**src/rtl/pic_cmd_pkg.sv**
```systemverilog
package pic_cmd_pkg;
    parameter int PIC_LINES = 8;
    localparam int IDX_W = $clog2(PIC_LINES);

    // address-0 word classification bits
    localparam int BIT_INIT = 4;
    localparam int BIT_RDCMD = 3;

    localparam logic [2:0] CMD_ROT_OFF  = 3'd0;
    localparam logic [2:0] CMD_NS_EOI   = 3'd1;
    localparam logic [2:0] CMD_NOP      = 3'd2;
    localparam logic [2:0] CMD_SP_EOI   = 3'd3;
    localparam logic [2:0] CMD_ROT_ON   = 3'd4;
    localparam logic [2:0] CMD_NS_ROT   = 3'd5;
    localparam logic [2:0] CMD_SET_PRI  = 3'd6;
    localparam logic [2:0] CMD_SP_ROT   = 3'd7;

    typedef enum logic [1:0] {
        PH_RUN  = 2'd0,
        PH_BASE = 2'd1,
        PH_W3   = 2'd2,
        PH_W4   = 2'd3
    } phase_e;

    typedef struct packed {
        phase_e               phase;
        logic [PIC_LINES-1:0] mask;
        logic [PIC_LINES-1:0] vbase;
        logic                 need_w4;
        logic                 nested;
        logic                 aeoi;
        logic                 rot_aeoi;
        logic                 smask;
        logic                 rsel;
        logic                 poll;
        logic [IDX_W-1:0]     rot_base;
        logic [PIC_LINES-1:0] clr_isr;
        logic [PIC_LINES-1:0] clr_req;
    } dec_state_t;
endpackage

```
**src/rtl/pic_cmd_isr_pick.sv**
```systemverilog
module pic_cmd_isr_pick
    import pic_cmd_pkg::*;
(
    input  logic [PIC_LINES-1:0] set_i,
    input  logic [IDX_W-1:0]     base_i,
    output logic                 hit_o,
    output logic [IDX_W-1:0]     idx_o
);
    always_comb begin
        hit_o = 1'b0;
        idx_o = '0;
        // scan from lowest priority to highest so the last hit wins
        for (int k = PIC_LINES - 1; k >= 0; k--) begin
            logic [IDX_W-1:0] cand;
            cand = base_i + IDX_W'(k);
            if (set_i[cand]) begin
                hit_o = 1'b1;
                idx_o = cand;
            end
        end
    end
endmodule

```
**src/rtl/pic_cmd_rdmux.sv**
```systemverilog
module pic_cmd_rdmux
    import pic_cmd_pkg::*;
(
    input  logic                 poll_i,
    input  logic                 poll_hit_i,
    input  logic [IDX_W-1:0]     poll_line_i,
    input  logic                 addr_i,
    input  logic                 rsel_i,
    input  logic [PIC_LINES-1:0] mask_i,
    input  logic [PIC_LINES-1:0] req_i,
    input  logic [PIC_LINES-1:0] isr_i,
    output logic [PIC_LINES-1:0] rdata_o
);
    localparam logic [IDX_W-1:0] NONE_IDX = IDX_W'(PIC_LINES - 1);

    always_comb begin
        if (poll_i) begin
            rdata_o = PIC_LINES'(poll_hit_i ? poll_line_i : NONE_IDX);
        end else if (addr_i) begin
            rdata_o = mask_i;
        end else begin
            rdata_o = rsel_i ? isr_i : req_i;
        end
    end
endmodule

```
**src/rtl/pic_cmd_dec.sv**
```systemverilog
module pic_cmd_dec
    import pic_cmd_pkg::*;
(
    input  logic                 clk,
    input  logic                 rst_n,
    input  logic                 wr_en_i,
    input  logic                 rd_en_i,
    input  logic                 addr_i,
    input  logic [PIC_LINES-1:0] wdata_i,
    output logic [PIC_LINES-1:0] rdata_o,
    input  logic [PIC_LINES-1:0] req_i,
    input  logic [PIC_LINES-1:0] isr_i,
    input  logic [PIC_LINES-1:0] level_i,
    input  logic                 poll_hit_i,
    input  logic [IDX_W-1:0]     poll_line_i,
    output logic [PIC_LINES-1:0] mask_o,
    output logic [PIC_LINES-1:0] vec_base_o,
    output logic                 nested_o,
    output logic                 auto_eoi_o,
    output logic                 rot_aeoi_o,
    output logic                 special_mask_o,
    output logic [IDX_W-1:0]     rot_base_o,
    output logic [PIC_LINES-1:0] clr_isr_o,
    output logic [PIC_LINES-1:0] clr_req_o
);
    localparam logic [PIC_LINES-1:0] BASE_KEEP = ~PIC_LINES'((1 << IDX_W) - 1);

    dec_state_t st_q, st_d;

    logic             top_hit;
    logic [IDX_W-1:0] top_idx;

    pic_cmd_isr_pick u_pick (
        .set_i  (isr_i),
        .base_i (st_q.rot_base),
        .hit_o  (top_hit),
        .idx_o  (top_idx)
    );

    pic_cmd_rdmux u_rdmux (
        .poll_i      (st_q.poll),
        .poll_hit_i  (poll_hit_i),
        .poll_line_i (poll_line_i),
        .addr_i      (addr_i),
        .rsel_i      (st_q.rsel),
        .mask_i      (st_q.mask),
        .req_i       (req_i),
        .isr_i       (isr_i),
        .rdata_o     (rdata_o)
    );

    always_comb begin
        logic [IDX_W-1:0] arg;
        arg = wdata_i[IDX_W-1:0];
        st_d = st_q;
        st_d.clr_isr = '0;
        st_d.clr_req = '0;

        // poll read: retire the winner and disarm
        if (rd_en_i && st_q.poll) begin
            st_d.poll = 1'b0;
            if (poll_hit_i) begin
                st_d.clr_isr[poll_line_i] = 1'b1;
                st_d.clr_req[poll_line_i] = 1'b1;
            end
        end

        if (wr_en_i && !addr_i) begin
            if (wdata_i[BIT_INIT]) begin
                st_d.need_w4  = wdata_i[0];
                st_d.mask     = '0;
                st_d.rot_base = '0;
                st_d.smask    = 1'b0;
                st_d.rsel     = 1'b0;
                st_d.phase    = PH_BASE;
                st_d.clr_req  = ~level_i;
                if (!wdata_i[0]) begin
                    st_d.nested = 1'b0;
                    st_d.aeoi   = 1'b0;
                end
            end else if (wdata_i[BIT_RDCMD]) begin
                if (wdata_i[2]) st_d.poll  = 1'b1;
                if (wdata_i[1]) st_d.rsel  = wdata_i[0];
                if (wdata_i[6]) st_d.smask = wdata_i[5];
            end else begin
                unique case (wdata_i[7:5])
                    CMD_ROT_OFF, CMD_ROT_ON: st_d.rot_aeoi = wdata_i[7];
                    CMD_NS_EOI, CMD_NS_ROT: begin
                        if (top_hit) begin
                            st_d.clr_isr[top_idx] = 1'b1;
                            if (wdata_i[7]) st_d.rot_base = top_idx + IDX_W'(1);
                        end
                    end
                    CMD_SP_EOI: st_d.clr_isr[arg] = 1'b1;
                    CMD_SET_PRI: st_d.rot_base = arg + IDX_W'(1);
                    CMD_SP_ROT: begin
                        st_d.clr_isr[arg] = 1'b1;
                        st_d.rot_base     = arg + IDX_W'(1);
                    end
                    CMD_NOP: ;
                    default: ;
                endcase
            end
        end else if (wr_en_i && addr_i) begin
            unique case (st_q.phase)
                PH_RUN:  st_d.mask = wdata_i;
                PH_BASE: begin
                    st_d.vbase = wdata_i & BASE_KEEP;
                    st_d.phase = PH_W3;
                end
                PH_W3:   st_d.phase = st_q.need_w4 ? PH_W4 : PH_RUN;
                PH_W4: begin
                    st_d.nested = wdata_i[4];
                    st_d.aeoi   = wdata_i[1];
                    st_d.phase  = PH_RUN;
                end
                default: st_d.phase = PH_RUN;
            endcase
        end
    end

    always_ff @(posedge clk) begin
        if (!rst_n) begin
            st_q <= '0;
        end else begin
            st_q <= st_d;
        end
    end

    assign mask_o         = st_q.mask;
    assign vec_base_o     = st_q.vbase;
    assign nested_o       = st_q.nested;
    assign auto_eoi_o     = st_q.aeoi;
    assign rot_aeoi_o     = st_q.rot_aeoi;
    assign special_mask_o = st_q.smask;
    assign rot_base_o     = st_q.rot_base;
    assign clr_isr_o      = st_q.clr_isr;
    assign clr_req_o      = st_q.clr_req;
endmodule

```
**config.mk**
```make
export PLATFORM = sky130hd
export DESIGN_NAME = pic_cmd_dec
export DESIGN_NICKNAME = d
export VERILOG_FILES = /design/src/rtl/pic_cmd_pkg.sv /design/src/rtl/pic_cmd_isr_pick.sv /design/src/rtl/pic_cmd_rdmux.sv /design/src/rtl/pic_cmd_dec.sv
export SDC_FILE = /design/constraint.sdc
export NUM_CORES = 1
export LEC_CHECK = 0
export BUFFER_PORTS_ARGS = -buffer_cell sky130_fd_sc_hd__buf_2
export CAP_MARGIN = 20
export CORE_UTILIZATION = 45
export CTS_BUF_LIST = sky130_fd_sc_hd__clkbuf_2 sky130_fd_sc_hd__clkbuf_4 sky130_fd_sc_hd__clkbuf_8
export CTS_CLUSTER_DIAMETER = 50
export DETAILED_ROUTE_END_ITERATION = 12
export PLACE_DENSITY = 0.74
export SETUP_SLACK_MARGIN = 0.1
export SYNTH_ARGS = -nofsm -noshare
export SYNTH_HDL_FRONTEND = slang
export SYNTH_SLANG_ARGS = --single-unit
```
**constraint.sdc**
```tcl
create_clock -name clk -period 10.7 [get_ports clk]
set_input_delay 0.535 -clock clk [delete_from_list [all_inputs] [get_ports clk]]
set_output_delay 0.535 -clock clk [all_outputs]
set_load 0.01 [all_outputs]
```
---- Word level (Yosys, flattened, before mapping) ----
Index checks and enable logic that the tools add are counted.
storage, ports and cells
  register bits ........................... 41
  bits in latches ......................... 0
  memory bits (writable) .................. 0
  ROM bits ................................ 0
  logic and storage cells ................. 158
  memories ................................ 0
cells by class
  $add $sub $neg .......................... 9
  multipliers ............................. 0
  div/mod/pow operators ................... 0
  order comparisons ....................... 14
  equality and inequality tests ........... 14
  shift operators ......................... 0
  mux-type cells .......................... 72
  bitwise logic cells ..................... 6
  reductions and logical operators ........ 30
operators with widths
  cell                                                                                 count
  8-bit two-way mux                                                                    7
  3-bit by 4-bit less-than comparator with 1-bit output, second input constant         11
  3-bit two-way mux                                                                    12
  16-bit two-way mux                                                                   2
  1-bit binary-select mux with 3-bit select                                            8
  1-bit two-way mux                                                                    24
  11-bit two-way mux                                                                   2
  10-bit two-way mux                                                                   2
  20-bit two-way mux                                                                   1
  18-bit two-way mux                                                                   1
  8-bit bitwise OR                                                                     2
  8-bit case mux with 2 select lines                                                   1
  3-bit AND reduction                                                                  5
  2-bit two-way mux                                                                    7
  3-bit adder, second input constant                                                   4
  3-bit == test, second input constant                                                 4
  2-bit nonzero test                                                                   6
  3-bit by 1-bit adder with 3-bit output, second input constant                        3
  1-bit demux with 3-bit select                                                        3
  3-bit by 1-bit greater-or-equal comparator with 1-bit output, second input constant  3
  8-bit NOT                                                                            1
  4-bit AND reduction                                                                  2
  2-bit OR reduction                                                                   4
  3-bit by 2-bit adder with 3-bit output, second input constant                        2
  18 further kinds                                                                     28

---- Depth between registers and ports, before layout ----
  depth after elaboration ................. 21
  depth in mapped cells ................... 16
  mapped depth without buffers ............ 13

---- Cells and area by module ----
A second synthesis with hierarchy kept.
second synthesis, totals
  cell total of the unflattened synthesis .. 409
  area, all modules ....................... 3428.3 um2
modules (own cells, without submodules)
  module            times used  cells an instance  area an instance (um2)  seq. area each (um2)
  pic_cmd_dec       1           288                2391.0                  820.8
  pic_cmd_isr_pick  1           90                 782.0                   0.0
  pic_cmd_rdmux     1           31                 255.2                   0.0

---- Least setup slack after synthesis ----
OpenSTA, ideal clock, no wires.
  kind .................................... flip-flop to flip-flop
  from .................................... reg st_q, in the netlist rot_base_o[1]
  to ...................................... reg st_q, in the netlist rot_base_o[1]
  library setup time ...................... 0.058 ns
  arrival time ............................ 3.677 ns
  required time ........................... 10.642 ns
  slack ................................... 6.965 ns
  stages on the path, launching flop included .. 17
  clock period less this slack ............ 3.735 ns
  path through ............................ dfxtp_1 > buf_2 > buf_4 > inv_1 > ha_1 > buf_2 > mux4_1 > mux2i_4 > o21ai_0 > o22ai_1 > o211ai_1 > a221oi_2 > inv_1 > ha_1 > nand3_1 > a2111oi_0 > o21a_1
on the way
  longest elaborated chain between the ends .. 17
RTL lines
  element                                    RTL line                source
  start: declaration                         pic_cmd_dec.sv:28       dec_state_t st_q, st_d;
  start signal: assignment                   pic_cmd_dec.sv:126      st_q <= st_d;
  3-bit adder                                pic_cmd_isr_pick.sv:15  cand = base_i + IDX_W'(k);
  1-bit binary-select mux with 3-bit select  pic_cmd_isr_pick.sv:16  if (set_i[cand]) begin
  1-bit two-way mux (not written as such)    pic_cmd_isr_pick.sv:16
  3-bit two-way mux (8 in series)            pic_cmd_isr_pick.sv:16
  3-bit by 1-bit adder with 3-bit output     pic_cmd_dec.sv:91       if (wdata_i[7]) st_d.rot_base = top_idx + IDX_W'(1);
  3-bit two-way mux                          pic_cmd_dec.sv:91
  11-bit two-way mux                         pic_cmd_dec.sv:89       if (top_hit) begin
  3-bit case mux with 2 select lines         pic_cmd_dec.sv:86       unique case (wdata_i[7:5])
  11-bit two-way mux                         pic_cmd_dec.sv:81       end else if (wdata_i[BIT_RDCMD]) begin
  3-bit two-way mux                          pic_cmd_dec.sv:69       if (wdata_i[BIT_INIT]) begin
Several ways; a longest one is shown, not always the timed one. The select of a mux whose other input is x is not followed.
A chain may end at the register's enable or synchronous reset.

---- Worst setup path in the final report ----
Same ends and word-level chain as after synthesis.

==> impl_metrics.yaml <==
cells_and_area:
  layout_common_cells: "buf_2, nor2_1, nand2_1"
  nNetsFinal: 468
  drive_above_1_share_pct: 25.7
  n_fill_cell: 661
  layout_commonest_cell: "buf_2"
  area_delta_synth_final_pct: 8.81
  n_antenna_cell: 0
  fin_cells: 504
job:
  max-cap-violations: 0
route:
  route.vias.total: 2940
  first_pass_iters: 5
  vias_per_cell: 5.83
  wl_um: 7830
  drt.antenna.violating_nets: 0
  route.detailed.drc: 0
  routedWlPerCell_um: 15.5
  first_iter_violations: 272
setup_path:
  required_ps: 10950
  crit_type: "reg2reg"
  worstPathCellList: "inv_1 > ha_1 > mux4_1 > mux2i_4 > o21ai_0 > o22ai_1 > o211ai_1 > a221oi_2 > inv_1 > ha_1 > nand3_1 > a2111oi_0 > o21a_1"
  worst_setup_path_start_kind: "flip-flop"
  cp_max_fo: 17
  crit_slowest_cell: "dfxtp_1"
  cpPeakStageDelay_ps: 810
  critPathTopFamily: "compound AO/OA/AOI/OAI gates"
  r2r_start: "rot_base_o[1]"
  crit_buf_inv: 2
  startpoint: "rot_base_o[1]"
  end_kind: "flip-flop"
  cp.arrival_ps: 4640
global_route:
  antenna_found_initial: 0
  grt_use_total_pct: 21.4
  grt_overflow: 0
  grt_pass1_vias: 2670
  grt_pass1_wl_um: 12500
  grt_max_degree: 34
pwr:
  ir_worst_vdd_mv: 0.0587
  power_uw: 348
  cellPowerDensity_mw_per_mm2: 102
  p_leak_uw: 0.00143
die:
  fp-row-count: 30
  core-area_mm2: 0.00676
  io_pins: 88
  dieWidth_um: 85.3
  start_util_pct: 46.2
  die_area_mm2: 0.00728
  die_height_um: 85.3
sta:
  fmax_mhz: 228
  slew_headroom_pct: 33.4
  period_share_pct: 41.0
  setup_viol: 0
  fin_worst_skew_ps: 9.35
  period_needed_ps: 4390
  hold_viol_final: 0
  rsz0062_at_grt: "false"
  drv_slew: 0
  worst_slew_pin_slew_ps: 999
  tns_ps: 0
synthesis:
  synthArstFlopShare_pct: 0
  synth.top_cell.area_share_pct: 26.3
  yosys.cell_types.count: 58
  avgSynthCellArea_um2: 8.05
  yosys-top-cells-area: "dfxtp_1, buf_4, mux2i_1"
  synth-edff-count: 0
  syn_inst: 388
  ys.flop_type: "dfxtp_1"
  synth_area_mm2: 0.00312
  synth-warning-count: 0
  synth.largest_area_cell: "dfxtp_1"
  ys_ff_latch: 41
  seq_area_frac_synth_pct: 26.3
clocking:
  postCtsSetupBuffers: 0
  cts_buffer_depth: 2
  post_cts_resized: 0
  clock_tree.root_cell: "clkbuf_8"
  cts.hold.buffers_added: 0
  path_clk_slew_ps: 80
  cts.sinks: 41
  cts_buffers: 5
  cts_tree: "yes"
  htree_levels: 2
  clkLatencyLatePin_ps: 300
hold_path:
  worstHoldStart: "nested_o"
  hp-class: "reg2reg"
place:
  place_inst: 496
  numPortBuffers: 84
  hpwl_um: 5750
  gp_congestion: 0.948
run_status:
  status: "completed"
## tightest hold or removal path, cell delays in order (launching register included)
cell and delay [ps]:
dfxtp_1 320, nand2_1 50, a21oi_1 50
## through the flow
step	hold WS, ps	util [%]	cell area, um2	worst slack (ps)
2_1_floorplan	446	-	3130	6960
6_report	463	50.3	3400	6310
4_1_cts	457	50.3	3400	6340
3_3_place_gp	444	48.6	3280	6550
5_1_grt	476	50.3	3400	5950
3_5_place_dp	444	48.6	3280	6370
## metal layers
layer  routed length, um  GRT usage, %  vias up  share of wire [%]
li1                    -             -     1423                  -
met1                3290          26.8     1388                 42
met2                3910          36.6      111                 50
met3                 482          4.67       18                6.2
met4                 142          7.27        0                1.8
met5                   0             0        -                  0
## synth_stat cells (all sizes together) (2+ instances only)
cell,instances
nand4b,3
a31oi,11
o31ai,2
nor3,7
o211ai,2
and2,4
nand2b,5
nand4,2
a22o,2
xor2,2
or3,4
dfxtp,41
ha,4
o21ai,16
a22oi,3
nand3b,5
inv,9
nor2b,2
mux2,5
mux4,12
and3,2
a211oi,3
clkbuf,17
o221ai,3
nand3,17
xnor2,4
buf,41
a32oi,2
nor2,51
o21a,3
a21oi,27
mux2i,21
o22ai,2
nand2,42
## path summary, 6_finish.rpt
| check | slack [ps] | cells after the start | to |
|---|---|---|---|
| setup / recovery | 6310 | 13 | rot_base_o[1] |
| hold / removal | 460 | 2 | nested_o |
| setup reg to reg | 6310 | 13 | rot_base_o[1] |
| hold reg to reg | 460 | 2 | nested_o |
## cells by family (layout without fill, tap and decap cells)
family	count (synthesis)	after routing	synth area share [%]
AOI/OAI and AO/OA	82	82	16.9
xor gates and xnor gates	6	6	1.68
adders and majority gates	4	4	1.60
buffers and inverters	67	101	12.9
DFF	41	41	26.3
muxes	38	38	18.4
other	1	3	0.120
and+or+nand+nor	149	149	22.1
## power by group
group / internal, uW / leakage, uW / switching (uW)
clock: 72.6 / 0.0000588 / 55.5
sequential: 155 / 0.000331 / 2.54
combinational: 24.6 / 0.00104 / 37.9
total: 252 / 0.00143 / 96.0
## cell type report
type	instances	area, um2	share of cell area (%)
clock inverters	2	38.8	1.14
well taps	80	100	2.94
repair buffers	84	420	12.4
clock buffers	6	76.3	2.25
flip-flops and latches	41	821	24.1
inverters	9	33.8	0.994
multi-input cells	282	1910	56.2
## sequential cells by signal, indices dropped and copies added, names as in the netlist
name,cells
vec_base_o,5
clr_isr_o,8
mask_o,8
rot_base_o,3
clr_req_o,8
auto_eoi_o,1
rot_aeoi_o,1
special_mask_o,1
st_q,5
nested_o,1
Power figures use the tool's default switching activity.
